$ cat config.mk
export PLATFORM = sky130hd
export DESIGN_NAME = uart_engine
export DESIGN_NICKNAME = d
export VERILOG_FILES = /design/src/rtl/uart_engine.sv
export SDC_FILE = /design/constraint.sdc
export NUM_CORES = 1
export LEC_CHECK = 0
export CAP_MARGIN = 20
export CORE_MARGIN = 5
export CORE_UTILIZATION = 35
export DETAILED_ROUTE_END_ITERATION = 8
export HOLD_SLACK_MARGIN = 0.1
export PLACE_DENSITY = 0.63
export SETUP_SLACK_MARGIN = 0.2
export SYNTH_ARGS = -nofsm -noshare
export SYNTH_HDL_FRONTEND = slang
export SYNTH_SLANG_ARGS = --single-unit
$ cat constraint.sdc
create_clock -name clk -period 4.1 [get_ports clk]
set_clock_uncertainty 0.1 [all_clocks]
set_input_delay 0.615 -clock clk [delete_from_list [all_inputs] [get_ports clk]]
set_output_delay 0.615 -clock clk [all_outputs]
set_load 0.05 [all_outputs]
$ cat src/rtl/uart_engine.sv
module uart_engine (
  input  logic        clk,
  input  logic        rst_n,
  input  logic [31:0] cfg,
  input  logic [7:0]  tx_data,
  input  logic        tx_valid,
  output logic        tx_ready,
  output logic        txd,
  input  logic        rxd,
  output logic [7:0]  rx_data,
  output logic        rx_valid,
  output logic        rx_parity_err,
  output logic        rx_frame_err
);
  typedef enum logic [2:0] {S_IDLE, S_START, S_DATA, S_PAR, S_STOP} st_t;

  logic [15:0] div, half;
  logic [7:0]  mask;
  logic [2:0]  last_idx;
  assign div      = cfg[31:16];
  assign half     = div >> 1;
  assign mask     = 8'hFF >> (3'd3 - {1'b0, cfg[2:1]});
  assign last_idx = {1'b0, cfg[2:1]} + 3'd4;

  st_t         ts;
  logic [15:0] tcnt;
  logic [2:0]  tbit, tlast;
  logic [7:0]  tsh;
  logic        tpar, tpen, tstop2;

  assign tx_ready = cfg[8] && (ts == S_IDLE);

  always_ff @(posedge clk or negedge rst_n) begin
    if (!rst_n) begin
      ts <= S_IDLE; txd <= 1'b1; tcnt <= '0; tbit <= '0; tlast <= '0;
      tsh <= '0; tpar <= 1'b0; tpen <= 1'b0; tstop2 <= 1'b0;
    end else if (ts == S_IDLE) begin
      txd <= 1'b1;
      if (tx_valid && tx_ready) begin
        ts     <= S_START;
        txd    <= 1'b0;
        tcnt   <= '0;
        tsh    <= tx_data & mask;
        tpar   <= ^(tx_data & mask);
        tpen   <= cfg[0];
        tstop2 <= cfg[3];
        tlast  <= last_idx;
      end
    end else if (tcnt != div) begin
      tcnt <= tcnt + 16'd1;
    end else begin
      tcnt <= '0;
      case (ts)
        S_START: begin ts <= S_DATA; txd <= tsh[0]; tbit <= '0; end
        S_DATA: begin
          if (tbit == tlast) begin
            tbit <= '0;
            if (tpen) begin ts <= S_PAR; txd <= tpar; end
            else      begin ts <= S_STOP; txd <= 1'b1; end
          end else begin
            tbit <= tbit + 3'd1;
            tsh  <= tsh >> 1;
            txd  <= tsh[1];
          end
        end
        S_PAR: begin ts <= S_STOP; txd <= 1'b1; tbit <= '0; end
        S_STOP: begin
          if (tstop2 && tbit == 3'd0) tbit <= 3'd1;
          else ts <= S_IDLE;
        end
        default: ts <= S_IDLE;
      endcase
    end
  end

  logic        rs1, rs2, rs3;
  st_t         rst_q;
  logic [15:0] rcnt;
  logic [2:0]  rbit, rlast;
  logic [7:0]  rsh;
  logic        rpen, racc, rperr;

  always_ff @(posedge clk or negedge rst_n) begin
    if (!rst_n) begin
      rs1 <= 1'b1; rs2 <= 1'b1; rs3 <= 1'b1;
    end else begin
      rs1 <= rxd; rs2 <= rs1; rs3 <= rs2;
    end
  end

  always_ff @(posedge clk or negedge rst_n) begin
    if (!rst_n) begin
      rst_q <= S_IDLE; rcnt <= '0; rbit <= '0; rlast <= '0; rsh <= '0;
      rpen <= 1'b0; racc <= 1'b0; rperr <= 1'b0;
      rx_data <= '0; rx_valid <= 1'b0; rx_parity_err <= 1'b0; rx_frame_err <= 1'b0;
    end else begin
      rx_valid      <= 1'b0;
      rx_parity_err <= 1'b0;
      rx_frame_err  <= 1'b0;
      case (rst_q)
        S_IDLE:
          if (cfg[9] && rs3 && !rs2) begin
            rst_q <= S_START; rcnt <= '0; rlast <= last_idx; rpen <= cfg[0];
          end
        S_START:
          if (rcnt == half) begin
            rcnt <= '0;
            if (!rs2) begin
              rst_q <= S_DATA; rbit <= '0; rsh <= '0; racc <= 1'b0; rperr <= 1'b0;
            end else rst_q <= S_IDLE;
          end else rcnt <= rcnt + 16'd1;
        default:
          if (rcnt != div) rcnt <= rcnt + 16'd1;
          else begin
            rcnt <= '0;
            case (rst_q)
              S_DATA: begin
                rsh[rbit] <= rs2;
                racc      <= racc ^ rs2;
                if (rbit == rlast) rst_q <= rpen ? S_PAR : S_STOP;
                else rbit <= rbit + 3'd1;
              end
              S_PAR: begin rperr <= racc ^ rs2; rst_q <= S_STOP; end
              default: begin
                rx_valid      <= 1'b1;
                rx_data       <= rsh;
                rx_frame_err  <= !rs2;
                rx_parity_err <= rpen && rperr;
                rst_q         <= S_IDLE;
              end
            endcase
          end
      endcase
    end
  end
endmodule


# --- After elaboration in Yosys (flattened, before gate mapping) ---
# Cells that the tools add are included.
classes:
  mux: 67
  n_shift: 1
  reduce_logical: 31
  bitwise: 8
  n_eq_ne: 25
  n_addsub: 6
  magnitude_cmp: 2
op_table:
  columns: ["op", "n"]
  rows:
  - ["16-bit 2-to-1 mux", 6]
  - ["8-bit 2-to-1 mux", 9]
  - ["3-bit 2-to-1 mux", 18]
  - ["16-bit by 1-bit adder with 16-bit output (second input constant)", 2]
  - ["16-bit inequality test", 2]
  - ["16-bit one-hot mux with 2 select lines", 1]
  - ["1-bit 2-to-1 mux", 21]
  - ["3-bit one-hot mux with 2 select lines", 3]
  - ["16-bit by 15-bit == test with 1-bit output", 1]
  - ["8-bit one-hot mux with 2 select lines", 1]
  - ["4-bit AND reduction", 4]
  - ["3-bit by 2-bit == test with 1-bit output (second input constant)", 4]
  - ["2-bit inequality test (second input constant)", 6]
  - ["3-bit one-hot mux with 4 select lines", 1]
  - ["5-bit AND reduction", 2]
  - ["3-bit zero test", 3]
  - ["3-bit one-hot mux with 3 select lines", 1]
  - ["8-bit bitwise AND", 1]
  - ["8-bit bitwise mux", 1]
  - ["8-bit XOR reduction", 1]
  - ["8-bit by 3-bit right shift with 8-bit output (first input constant)", 1]
  - ["1-bit logical AND", 7]
  - ["3-bit by 1-bit adder with 3-bit output (second input constant)", 2]
  - ["3-bit by 1-bit == test with 1-bit output (second input constant)", 2]
  - ["24 further kinds", 40]
totals:
  register_bits: 87
  in_bits: 44
  out_inout_bits: 13

# --- Logic depth before layout (Yosys ltp) ---
# Gate-level depths: netlist (run 1).
depth:
  word_depth: 8
  ltp_mapped: 8
  depth_no_buf: 8

# --- Worst setup path after synthesis (run 1) ---
# OpenSTA, ideal clock, no wires.
synth_path:
  path_type: "in2reg"
  start: "input port cfg[25]"
  end: "register rst_q[0]"
  setup_time_ps: 125
  setup_slack_ps: 1600
  path_stages: 6
  t_arrival_ps: 2275
  path_cell_list: "xor2_1 -> or4_4 -> nor4_4 -> o22ai_4 -> a211o_1 -> mux2_4"
synth_via:
  elab_chain_len: 3
  word_cells_on_any_way: 5
  cone_classes: "eq/ne (4); reduce/logical (1)"
synth_lines:
  columns: ["element", "line_no", "source"]
  rows:
  - ["start: declaration", "4", "input logic [31:0] cfg,"]
  - ["16-bit inequality test / 16-bit by 15-bit == test with 1-bit output (equally long branches)", "113, 106", null]
  - ["3-bit by 1-bit inequality test with 1-bit output (no line) / 2-bit inequality test (equally long branches)", null, null]
  - ["4-bit AND reduction (no line) (*)", null, null]
  - ["end signal: assignment", "120", "if (rbit == rlast) rst_q <= rpen ? S_PAR : S_STOP;"]
  - ["end: declaration", "77", "st_t rst_q;"]
# Every way passes the cells marked *; elsewhere a longest branch is shown, timed or not.
# A chain may end at the register's enable or synchronous reset.

# --- Worst setup path in the final report (run 1) ---
# Ends and elaborated chain as after synthesis.

==> results of run 1 <==
==> through the flow <==
stage	util (%)	std cells	total power, mW
after floorplan	-	522	2.07
after CTS	42.6	742	3.28
after global placement	40.2	726	2.32
after detailed placement	40.2	726	2.36
after global routing	42.6	743	3.50
final	42.6	743	3.27
==> kinds of logic after synthesis <==
logic type	count (synthesis)	synth area share (%)
mux	29	6.67
simple gates	183	19.3
xor+xnor	62	10.9
buf+inv	44	3.50
flops	87	43.9
compound gates	112	14.5
fa+ha+maj	5	1.26
==> cell type report <==
cell class                 instances  area share, %
tap                              180           3.80
multi-input combinational        391           44.2
clock buffer                      10           3.87
clock inverter                     6           1.69
sequential                        87           36.9
timing repair buffer              52           8.50
inverter                          17           1.08
==> state kept, by name (all words and copies together) (netlist names), 3 cells and up <==
| register | cells |
|---|---|
| tcnt | 16 |
| rst_q | 3 |
| rsh | 8 |
| rbit | 3 |
| tlast | 3 |
| rlast | 3 |
| tsh | 8 |
| rcnt | 16 |
| tbit | 3 |
| rx_data | 8 |
| ts | 3 |
==> worst reg2reg max path: cells and delay by family (launching register included) <==
family,cells,cell delay [ps]
AND/OR/NAND/NOR,2,880
AO/OA/AOI/OAI,2,690
flip-flops,1,440
multiplexers,1,320
XOR/XNOR,1,190
==> layer usage <==
layer	wire, um	share of wire (%)	GRT usage (%)
met1	4980	45	17.8
met2	5360	49	23.2
met3	405	3.7	2.97
met4	286	2.6	6.98
met5	0	0	0
==> cells in the mapped netlist (all sizes together), types with 9 or more instances <==
cell type	n
dfrtp	83
xnor2	58
nand2	55
o21ai	44
mux2	27
nor2	27
clkbuf	25
nand3	21
inv	17
a21oi	16
nand4	16
a21o	14
and3	13
nor3	12
a22o	11
nor3b	10
a31oi	9
==> worst max-delay path by stage <==
stage | startpoint | to | slack (ps)
after floorplan | cfg[25] | rst_q[0] | 1600
after detailed placement | cfg[25] | rst_q[0] | 690
after global routing | cfg[25] | rst_q[0] | 960
after global placement | cfg[25] | rst_q[0] | 740
after CTS | cfg[25] | rst_q[0] | 1050
final | cfg[25] | rst_q[0] | 1020
==> power groups by stage <==
stage               Sequential [mW]  Clock, mW  Combinational (mW)
finish                         1.20      0.913                1.15
detailed placement             1.21          0                1.15
floorplan                      1.14          0               0.925
CTS                            1.20      0.938                1.15
global route                   1.23      0.976                1.29
global placement               1.21          0                1.11
==> results.md, run 1 <==
- The run finished with clean final reports.
- The summed negative setup slack over all endpoints is 0 ps.
- The average size of a mapped cell is roughly 9.5 um^2.
- Counting flops with a built-in enable in the synthesized netlist gives 0.
- The element type at the critical path end is a register.
- Static timing analysis puts the maximum clock frequency at roughly 320 MHz.
- At the worst endpoint, the arrival time is between 3000 and 4000 ps.
- The netlist area before placement is slightly below 5000 um^2.
- In this run the cell area measured after placement is 5580 um^2.
- Of the cells placed in the final design, the portion with a size suffix greater than 1 is between 10% and 20%.
- The post-layout net count is ~600.
- The final-report setup violation count is 0.
- Net switching is a little under two fifths of the power.
- The worst hold path belongs to the class register to register.
- In this run the count of I/O pins placed on the die edge is 57.
- The leakage component of the power is between 2 and 3 nW.
- The HPWL after detailed placement is about 8000 um.
- Setup repair after global routing left no endpoint under its margin.
- The register-to-register setup slack is approximately 1400 ps.
- The hold violation total from the final report was 0.
- The critical path crosses 7 cells after its start point.
- The largest single stage delay on the critical path is between 500 and 600 ps.
- The core area is 13900 um^2.
- The worst hold path begins at rs1.
- Synthesis inferred 87 register bits.
- The area taken by multi-input logic gates is 2620 um^2.
- After synthesis, the share of flip-flops with an asynchronous set or reset is 100%.
- The longest clock path from root to sink contains 2 buffers.
- The signed area change from the synthesized netlist to the final layout is 19.0%.
- The first routing iteration left 172 violations.
- The number of global-route vias before repair is between 3000 and 4000.
- The worst endpoint required time is ~4200 ps.
- After detailed routing, the number of vias per cell comes to approximately 5.3.
- Routability-driven placement finished with a final weighted congestion of approximately 0.88.
- For this run the aggregate overflow at the end of global routing stands at 0.
- The part of the total power dissipated in the clock network is 28.0%.
- The first global-routing pass estimated between 15000 and 20000 um of wire.
- The worst reg-to-reg path cell count is 6.
- The clock net in this run drives a total of 87 sinks.
- The share of the Yosys chip area taken by registers is between 40% and 50%.
- The routed design has 11000 um of wire.
- The clock-pin transition on the worst setup and hold timing paths is 70 ps.
- Together, buffers and inverters on the worst path number 1.
- The worst setup path is of the primary input to register kind.
- Prior to clock tree synthesis, the placed netlist has a worst setup slack of about 690 ps.
- The worst hold slack is 256 ps.
- Leaving out fill and tap cells, the most frequent cell in the layout is dfrtp_1.
- The distinct cell type count after synthesis is 50.
- For this block, the via count after detailed routing is between 3000 and 4000.
- The number of nets handed over by synthesis was between 500 and 600.
- The startpoint kind of the worst setup timing path is a primary input.
- The portion of total power attributed to combinational logic is 35.2%.
- The worst register-to-register path begins at rcnt[8].
- The die area is 16700 um^2.
- The maximum ir drop on the vdd rail is roughly 360 uV.
- Of all nets on the critical path, the largest fanout is 28.
- Entering global routing, the biggest net connects 74 pins.
- The global-route usage over all layers is ~14%.
- The count of warnings emitted by yosys is 0.
- The die width is between 100 and 150 um.
- The clock period could shrink to 3080 ps.
- Synthesis produced a netlist whose cell count is between 500 and 600.
- Broken down by cell family, the worst path's largest delay share belongs to simple AND/OR/NAND/NOR gates.
- The worst slew margin relative to its limit is 38.5%.
- The tool flagged a number of max-cap violations equal to 0.
- The most frequently used flop master after synthesis is dfrtp_1.
- The library cells used most frequently in the layout, excluding fill and tap cells, are dfrtp_1 (83), xnor2_1 (58), nand2_1 (55), clkdlybuf4s50_1 (45), o21ai_0 (42).
- The worst path meets setup with just over 1000 ps of slack.
- After clock tree synthesis, the flow added hold-fix buffers numbering 0.
- The repair_antennas step left the layout with diodes totalling 0.
- The initial antenna violation count is 0.
- Traced cell by cell, the critical path runs through clkdlybuf4s50_1 -> xor2_1 -> or4_4 -> nor4_4 -> o22ai_4 -> a211o_1 -> mux2_4.
- The internal power is around 2.1 mW.
- CTS built an H-tree with a depth of 3.
- After synthesis, the largest area contributor takes up a little over two fifths of total cell area.
- For hold timing, the worst endpoint is rs2.
- Post-CTS timing repair inserted 0 buffers for setup.
- The count of pins over their slew limit is 0.
- The detail route stage leaves a number of antenna-violating nets equal to 0.
- The largest total area in the synthesized netlist belongs to dfrtp_1.
- For this design, the slowest cell found on the critical path is or4_4.
- The area of all placed cells without fillers is about 6000 um^2.
- TritonCTS built the clock tree.
- The power per cell area is around 550 nW/um^2.
- The detailed-router iteration count before antenna repair is 4.
- The analysis attributes to net switching a power of roughly 1.2 mW.
- By area the synthesized netlist is led by dfrtp_1 (42%), xnor2_1 (10%), mux2_2 (5.7%).
- The height of the die is about 130 um.
- In the routed design, unresolved DRC markers number 0.
- The routed wirelength normalized by instance count is 14.8 um.
- The area of all sequential standard cells is about 2200 um^2.
- The number of buffers created by CTS is 9.
- The number of gates resized after CTS is 0.
- Registers are responsible for around 37% of the overall power.
- The depth of the worst hold-timing path is 0.
- The slew at the pin closest to its max-slew limit is a little over 900 ps.
- After floorplanning, the core was divided into 43 placement rows.
- The fill cell total of the finished layout is 1352.
- The clock insertion delay at the later pin of the skew report is 350 ps.
- The final worst-path cycle share is between 70% and 80%.
- The root buffer selected by CTS is clkbuf_16.
- Input and output buffers added on the ports amount to 46.
- For this configuration, the core starts out at a cell density of between 30% and 40%.
- In this run the critical register-to-register path is captured at rst_q[0].
No activity file was read; power rests on OpenSTA's default activity.
==> inputs of run 2 (changes only) <==
PLACE_DENSITY = 0.65   (was 0.63)
clock period = 2.8 ns   (was 4.1 ns; I/O delays follow)
==> run 2 against run 1 <==
Final cell count grew 2.0%. Non-clock buffer count grew 15. Combinational power grew 63%. Setup slack lost 650 ps. Die area is the same. Routed wire length grew 2.9%. Sequential share of layout area shrank 0.65 points. Utilization grew 0.77 points. Power grew 46%. Flip-flop and latch count is the same. Design area grew 1.8%. Clock-buffer cell count grew 3. Critical path type unchanged. Largest cell class unchanged.
==> results.md, run 2 (synthesis results as in run 1) <==
- The flow ran to the end, and the final reports show no timing, DRC or antenna violations.
- The root buffer selected by CTS is clkbuf_16.
- The top cell types in the final layout, fill and taps aside, are dfrtp_1 (83), xnor2_1 (58), nand2_1 (55), clkdlybuf4s50_1 (44), o21ai_0 (42).
- The initial antenna violation count is 0 (unchanged).
- The worst slew margin relative to its limit came to 59.1% (+21 points).
- The register-to-register setup slack is 400 ps (-950 ps).
- The H-tree depth is 3 (unchanged).
- The post-layout net count came to 622 (+2.5%).
- The routed wirelength normalized by instance count is 15.0 um (+0.88%).
- Timing would allow up to slightly above 400 MHz.
- In this run the critical register-to-register path is captured at rst_q[0].
- The arrival time at the worst endpoint is 2560 ps (-650 ps).
- The delay of the slowest cell on the worst path is 530 ps (about the same).
- The final worst-path cycle share is approximately 87%.
- The summed negative setup slack over all endpoints is 0 ps (unchanged).
- The top-level port count is 57 (unchanged).
- The share of total power consumed by net switching is 36.6% (-0.13 points).
- The maximum number of pins on one net before global-route repair is 47 (-36%).
- The clock-pin transition on the worst setup and hold timing paths was 60 ps (about the same).
- The fill cell total of the finished layout was 1338 (-1.0%).
- The cell area after placement is 5730 um^2 (+2.6%).
- The internal power is 3.02 mW (+46%).
- The power after layout is 4.77 mW (+46%).
- The startpoint of the most critical register-to-register path is rcnt[11].
- The worst hold slack was 256 ps (-0.433 ps).
- The total DRC errors in the routed layout is 0 (unchanged).
- The height of the die is 129 um (unchanged).
- The slew at the pin closest to its max-slew limit came to 614 ps (-309 ps).
- The global placer's final weighted congestion is 0.905 (+3.2%).
- The total inserted antenna cells is 0 (unchanged).
- The number of global-route vias before repair is 4017 (+2.0%).
- The aggregate routed wire length was 11300 um (+2.9%).
- The portion of total power attributed to combinational logic came to 39.3% (+4.1 points).
- The net switching power of the design is 1.74 mW (+45%).
- The core area is 13900 um^2 (unchanged).
- The hold violation total from the final report is 0 (unchanged).
- The largest buffer count on any clock path is 2 (unchanged).
- The detailed router's first-iteration violation count was 312 (+81%).
- The clock insertion delay at the later pin of the skew report came to 340 ps (about the same).
- The fraction of layout instances using a drive strength above 1 is 13.3% (+2.1 points).
- The worst endpoint required time was 2920 ps (-1310 ps).
- The area of all placed cells without fillers came to 6030 um^2 (+1.8%).
- The post-detailed-route count of antenna-violating nets came to 0 (unchanged).
- The maximum fanout along the worst path is 3 (-89%).
- The remaining global-route overflow is 0 (unchanged).
- The number of buffers created by CTS is 9 (unchanged).
- The final-report setup violation count is 0 (unchanged).
- The worst reg-to-reg path cell count was 6 (unchanged).
- Walking the worst path, the cells encountered are clkdlybuf4s50_1 -> xor2_1 -> or4_4 -> nor4_4 -> o22ai_4 -> a211o_1 -> mux2_4.
- The power per cell area came to 791 nW/um^2 (+43%).
- The via density per instance is 5.27 (-0.54%).
- The number of sinks driven by the clock tree is 87 (unchanged).
- Compared with the post-synthesis result, the final layout area differs by 21.2%.
- The part of the total power dissipated in the clock network is 24.0% (-4.0 points).
- The final worst-path setup slack is 366 ps (-653 ps).
- The critical path is of the primary input to register type.
- The number of buffers added on ports is 46 (unchanged).
- The total half-perimeter wirelength after legalization and detailed placement is 8420 um (+4.8%).
- The register share of total power is 36.7% (about the same).
- The endpoint of the worst setup timing path is rst_q[0].
- The area of all sequential standard cells is 2180 um^2 (unchanged).
- The global-route wire length before repair is 19700 um (+3.2%).
- The largest registers in the layout are rcnt: 16 flops, tcnt: 16 flops.
- The worst slack at placement is 6.40 ps (-687 ps).
- Setup repair after global routing left no endpoint under its margin.
- The effective utilization at floorplan came to 35.8% (unchanged).
- The global-route usage over all layers is 14.6% (+0.40 points).
- The most common cell after layout, fill and taps aside is dfrtp_1.
- The leakage component of the power is 2.61 nW (+2.4%).
- The number of vias in the routed layout is 3997 (+1.5%).
- The detailed-router iteration count before antenna repair was 5 (+1).
- The number of gates resized after CTS is 0 (unchanged).
- The element type at the critical path end is a register.
- The die area came to 16700 um^2 (unchanged).
- The maximum ir drop on the vdd rail was 442 uV (+24%).
- The die width is 129 um (unchanged).
- TritonCTS built the clock tree.
- The count of pins over their slew limit is 0 (unchanged).
- The minimum period implied by the final worst setup slack is approximately 2400 ps.
- The tightest min-delay check is of the register to register type.
- The max capacitance violation total is 0 (unchanged).
- In this run the worst setup path begins at cfg[25].
- For this design, the slowest cell found on the critical path is or4_4.
- The placement row count came to 43 (unchanged).
- The startpoint kind of the worst setup timing path is a primary input.
- The area taken by multi-input logic gates is 2620 um^2 (unchanged).
-- run 2: metrics by stage --
stage	std cells	utilization [%]
floorplan	522	-
global placement	741	41.3
detailed placement	741	41.3
CTS	758	43.4
global route	758	43.4
finish	758	43.4
-- run 2: cell type report --
cell class                      instances  share of cell area [%]
Inverter                               17                    1.06
Multi-Input combinational cell        391                    43.4
Tap cell                              180                    3.74
Clock inverter                          3                   0.415
Sequential cell                        87                    36.2
Clock buffer                           13                    4.32
Timing Repair Buffer                   67                    10.8
-- run 2: power by group through the flow --
stage | clock network, mW | registers (mW) | logic (mW)
after floorplan | 0 | 1.67 | 1.35
after global placement | 0 | 1.75 | 1.81
after detailed placement | 0 | 1.76 | 1.88
after CTS | 1.17 | 1.74 | 1.89
after global routing | 1.23 | 1.79 | 2.09
final | 1.14 | 1.75 | 1.87
-- run 2: worst min-delay path by stage --
stage	from	end	cells after the start
global placement	rs1	rs2	0
finish	rs1	rs2	0
floorplan	rst_n	racc	0
CTS	rs1	rs2	0
detailed placement	rs1	rs2	0
global route	rs1	rs2	0
-- run 2: timing repair --
item | in CTS | in global routing
buffers inserted | 0 | 0
endpoints found under the hold margin | 44 | 0
endpoints found under the setup margin | 0 | 0
hold buffers | 1 | 0
-- run 2: worst max-delay path, delay by kind of cell --
kind                      cells  cell delay (ps)
muxes                         1              310
xor gates and xnor gates      1              150
AOI/OAI and AO/OA             2              450
and+or+nand+nor               2              780
buffers and inverters         1              440
-- run 2: per-layer routing --
metal / global-route usage, % / routed length, um
met1: 18.9 / 5010
met2: 24.2 / 5600
met3: 2.35 / 495
met4: 5.93 / 242
met5: 0 / 0
==> inputs of run 3 (changes only) <==
HOLD_SLACK_MARGIN = not set   (was 0.1)
==> run 3 against run 2 <==
The run now ends with hold timing left. Design area decreased by 0.17%. First-iteration DRC count increased by 9.9%. Final cell count decreased by 0.13%. Utilization decreased by 0.072 points. Routed wire length about the same. Global-route usage about the same. Critical path depth unchanged. Setup slack improved by 3.0 ps. Critical endpoint unchanged. Largest cell class unchanged. Largest power group unchanged.
==> results.md, run 3 (synthesis results as in run 1) <==
- The run finished, with violations left.
- The checks that failed: hold timing.
- The number of vias in the routed layout is 3989 (-0.20%).
- The top-level port count is 57 (unchanged).
- The area of all placed cells without fillers is 6020 um^2 (-0.17%).
- The H-tree depth is 3 (unchanged).
- The fraction of layout instances using a drive strength above 1 is 13.3% (+0.023 points).
- The routing layer with the top usage in global route is met2.
- The area of all sequential standard cells came to 2180 um^2 (unchanged).
- The worst slew margin relative to its limit came to 58.5% (-0.62 points).
- The die width is 129 um (unchanged).
- The total DRC errors in the routed layout came to 0 (unchanged).
- The largest buffer count on any clock path is 2 (unchanged).
- The global-route wire length before repair is 19700 um (about the same).
- The power per cell area is 792 nW/um^2 (+0.20%).
- The cell area after placement is 5730 um^2 (unchanged).
- The startpoint of the most critical register-to-register path is rcnt[11].
- The worst slack at placement was 6.40 ps (unchanged).
- In the final layout, the registers with the most flip-flops are rcnt: 16 flops, tcnt: 16 flops.
- The library cells used most frequently in the layout, excluding fill and tap cells, are dfrtp_1 (83), xnor2_1 (58), nand2_1 (55), clkdlybuf4s50_1 (44), o21ai_0 (42).
- The met2 layer usage reported by global route is 24.2% (unchanged).
- The signal on the critical path passes through clkdlybuf4s50_1 -> xor2_1 -> or4_4 -> nor4_4 -> o22ai_4 -> a211o_1 -> mux2_4.
- The effective utilization at floorplan is 35.8% (unchanged).
- The routed wirelength normalized by instance count is 15.0 um (about the same).
- The die area is 16700 um^2 (unchanged).
- The min-delay analysis places its worst path in the category primary input to async pin.
- The initial antenna violation count is 0 (unchanged).
- The fill cell total of the finished layout was 1339 (+0.075%).
- The global placer's final weighted congestion is 0.905 (unchanged).
- The fraction of met1 tracks used by global routing is 18.9% (+0.026 points).
- The max capacitance violation total came to 0 (unchanged).
- The area taken by multi-input logic gates is 2620 um^2 (unchanged).
- The final-report setup violation count is 0 (unchanged).
- The count of buffers added by post-CTS timing repair for setup is 0 (unchanged).
- Setup repair after global routing left no endpoint under its margin.
- The total half-perimeter wirelength after legalization and detailed placement is 8420 um (unchanged).
- The final worst-path cycle share was 86.8% (-0.11 points).
- The library cell contributing the largest single delay on the critical path is or4_4.
- The arrival time at the worst endpoint was 2550 ps (about the same).
- The count of hold-fix buffers inserted at cts came to 0 (-1).
- The launching element of the worst setup path is cfg[25].
- The number of buffers added on ports came to 46 (unchanged).
- The met3 layer usage reported by global route is 2.35% (unchanged).
- The summed negative setup slack over all endpoints came to 0 ps (unchanged).
- The number of buffers created by CTS is 9 (unchanged).
- The clock insertion delay at the later pin of the skew report is 340 ps (about the same).
- The detailed router's first-iteration violation count is 343 (+9.9%).
- STA classifies the critical path endpoint as a register.
- The hold violation total from the final report is 30 (+30).
- The worst setup path is launched from a primary input.
- The total inserted antenna cells came to 0 (unchanged).
- The number of global-route vias before repair is 4023 (+0.15%).
- The post-layout net count is 621 (-0.16%).
- In this run the clock root is driven by a clkbuf_16.
- The leakage component of the power is 2.60 nW (-0.16%).
- The minimum period implied by the final worst setup slack was 2430 ps (-2.97 ps).
- The delay of the slowest cell on the worst path was 530 ps (about the same).
- The most common cell after layout, fill and taps aside is dfrtp_1.
- The number of buffers and inverters on the critical path is 1 (unchanged).
- The global-route usage over all layers is 14.6% (about the same).
- Relative to the synthesized area, the layout overhead comes to 21.0%.
- The clock-pin transition on the worst setup and hold timing paths is 60 ps (about the same).
- The number of sinks driven by the clock tree is 87 (unchanged).
- The maximum ir drop on the vdd rail was 443 uV (+0.17%).
- The maximum number of pins on one net before global-route repair was 47 (unchanged).
- The detailed-router iteration count before antenna repair is 5 (unchanged).
- The via density per instance is 5.27 (about the same).
- The count of pins over their slew limit is 0 (unchanged).
- The core area came to 13900 um^2 (unchanged).
- The maximum frequency from static timing analysis is 411 MHz (+0.12%).
- The final worst-path setup slack is 369 ps (+2.97 ps).
- The worst endpoint required time was 2920 ps (about the same).
- The placement row count is 43 (unchanged).
- TritonCTS built the clock tree.
- The aggregate routed wire length is 11300 um (about the same).
- The remaining global-route overflow is 0 (unchanged).
- The kind of cell with the highest combined delay along the critical path is simple AND/OR/NAND/NOR gates.
- The height of the die came to 129 um (unchanged).
- The post-detailed-route count of antenna-violating nets is 0 (unchanged).
- The worst hold slack is -17.4 ps (-273 ps).
- The number of gates resized after CTS was 0 (unchanged).
- The maximum fanout along the worst path is 3 (unchanged).
- The kind of critical path is primary input to register.
- The slew at the pin closest to its max-slew limit was 623 ps (+9.37 ps).
run 3: changes by cell type in the layout (fill, tap and decap cells not counted):
| cell | delta |
|---|---|
| dlygate4sd3_1 | -1 |
run 3: worst register-to-register path: stages (launching register included):
cell     delay, ps
dfrtp_1        470
xor2_1         200
or4_4          500
nor4_4         250
o22ai_4        140
a211o_1        310
mux2_4         320
run 3: final cells by class:
| class | instances | area share (%) |
|---|---|---|
| Clock buffer | 13 | 4.33 |
| Multi-Input combinational cell | 391 | 43.5 |
| Timing Repair Buffer | 66 | 10.7 |
| Inverter | 17 | 1.06 |
| Sequential cell | 87 | 36.3 |
| Tap cell | 180 | 3.74 |
| Clock inverter | 3 | 0.416 |
run 3: final timing paths:
check / to / slack, ps / cells after the start
setup / recovery: rst_q[0] / 370 / 7
hold / removal: tlast[1] / -20 / 1
setup reg to reg: rst_q[0] / 410 / 6
hold reg to reg: rs2 / 260 / 0
max in group asynchronous: txd / 1920 / 2
min in group clk: rs2 / 260 / 0
run 3: where the power goes:
group / leakage [nW] / internal, mW / switching (mW)
clock: 0.136 / 0.655 / 0.487
combinational: 1.33 / 0.877 / 0.999
sequential: 1.14 / 1.49 / 0.259
total: 2.60 / 3.02 / 1.74
run 3: metrics by stage:
| stage | util [%] | power, mW | instances |
|---|---|---|---|
| floorplan | - | 3.03 | 522 |
| global placement | 41.3 | 3.56 | 741 |
| detailed placement | 41.3 | 3.64 | 741 |
| CTS | 43.3 | 4.80 | 757 |
| global route | 43.3 | 5.10 | 757 |
| finish | 43.3 | 4.77 | 757 |
run 3: layer usage:
metal  share of wire (%)  wire, um
met5                   0         0
met4                 2.1       236
met3                 3.9       443
met2                  50      5630
met1                  44      5030
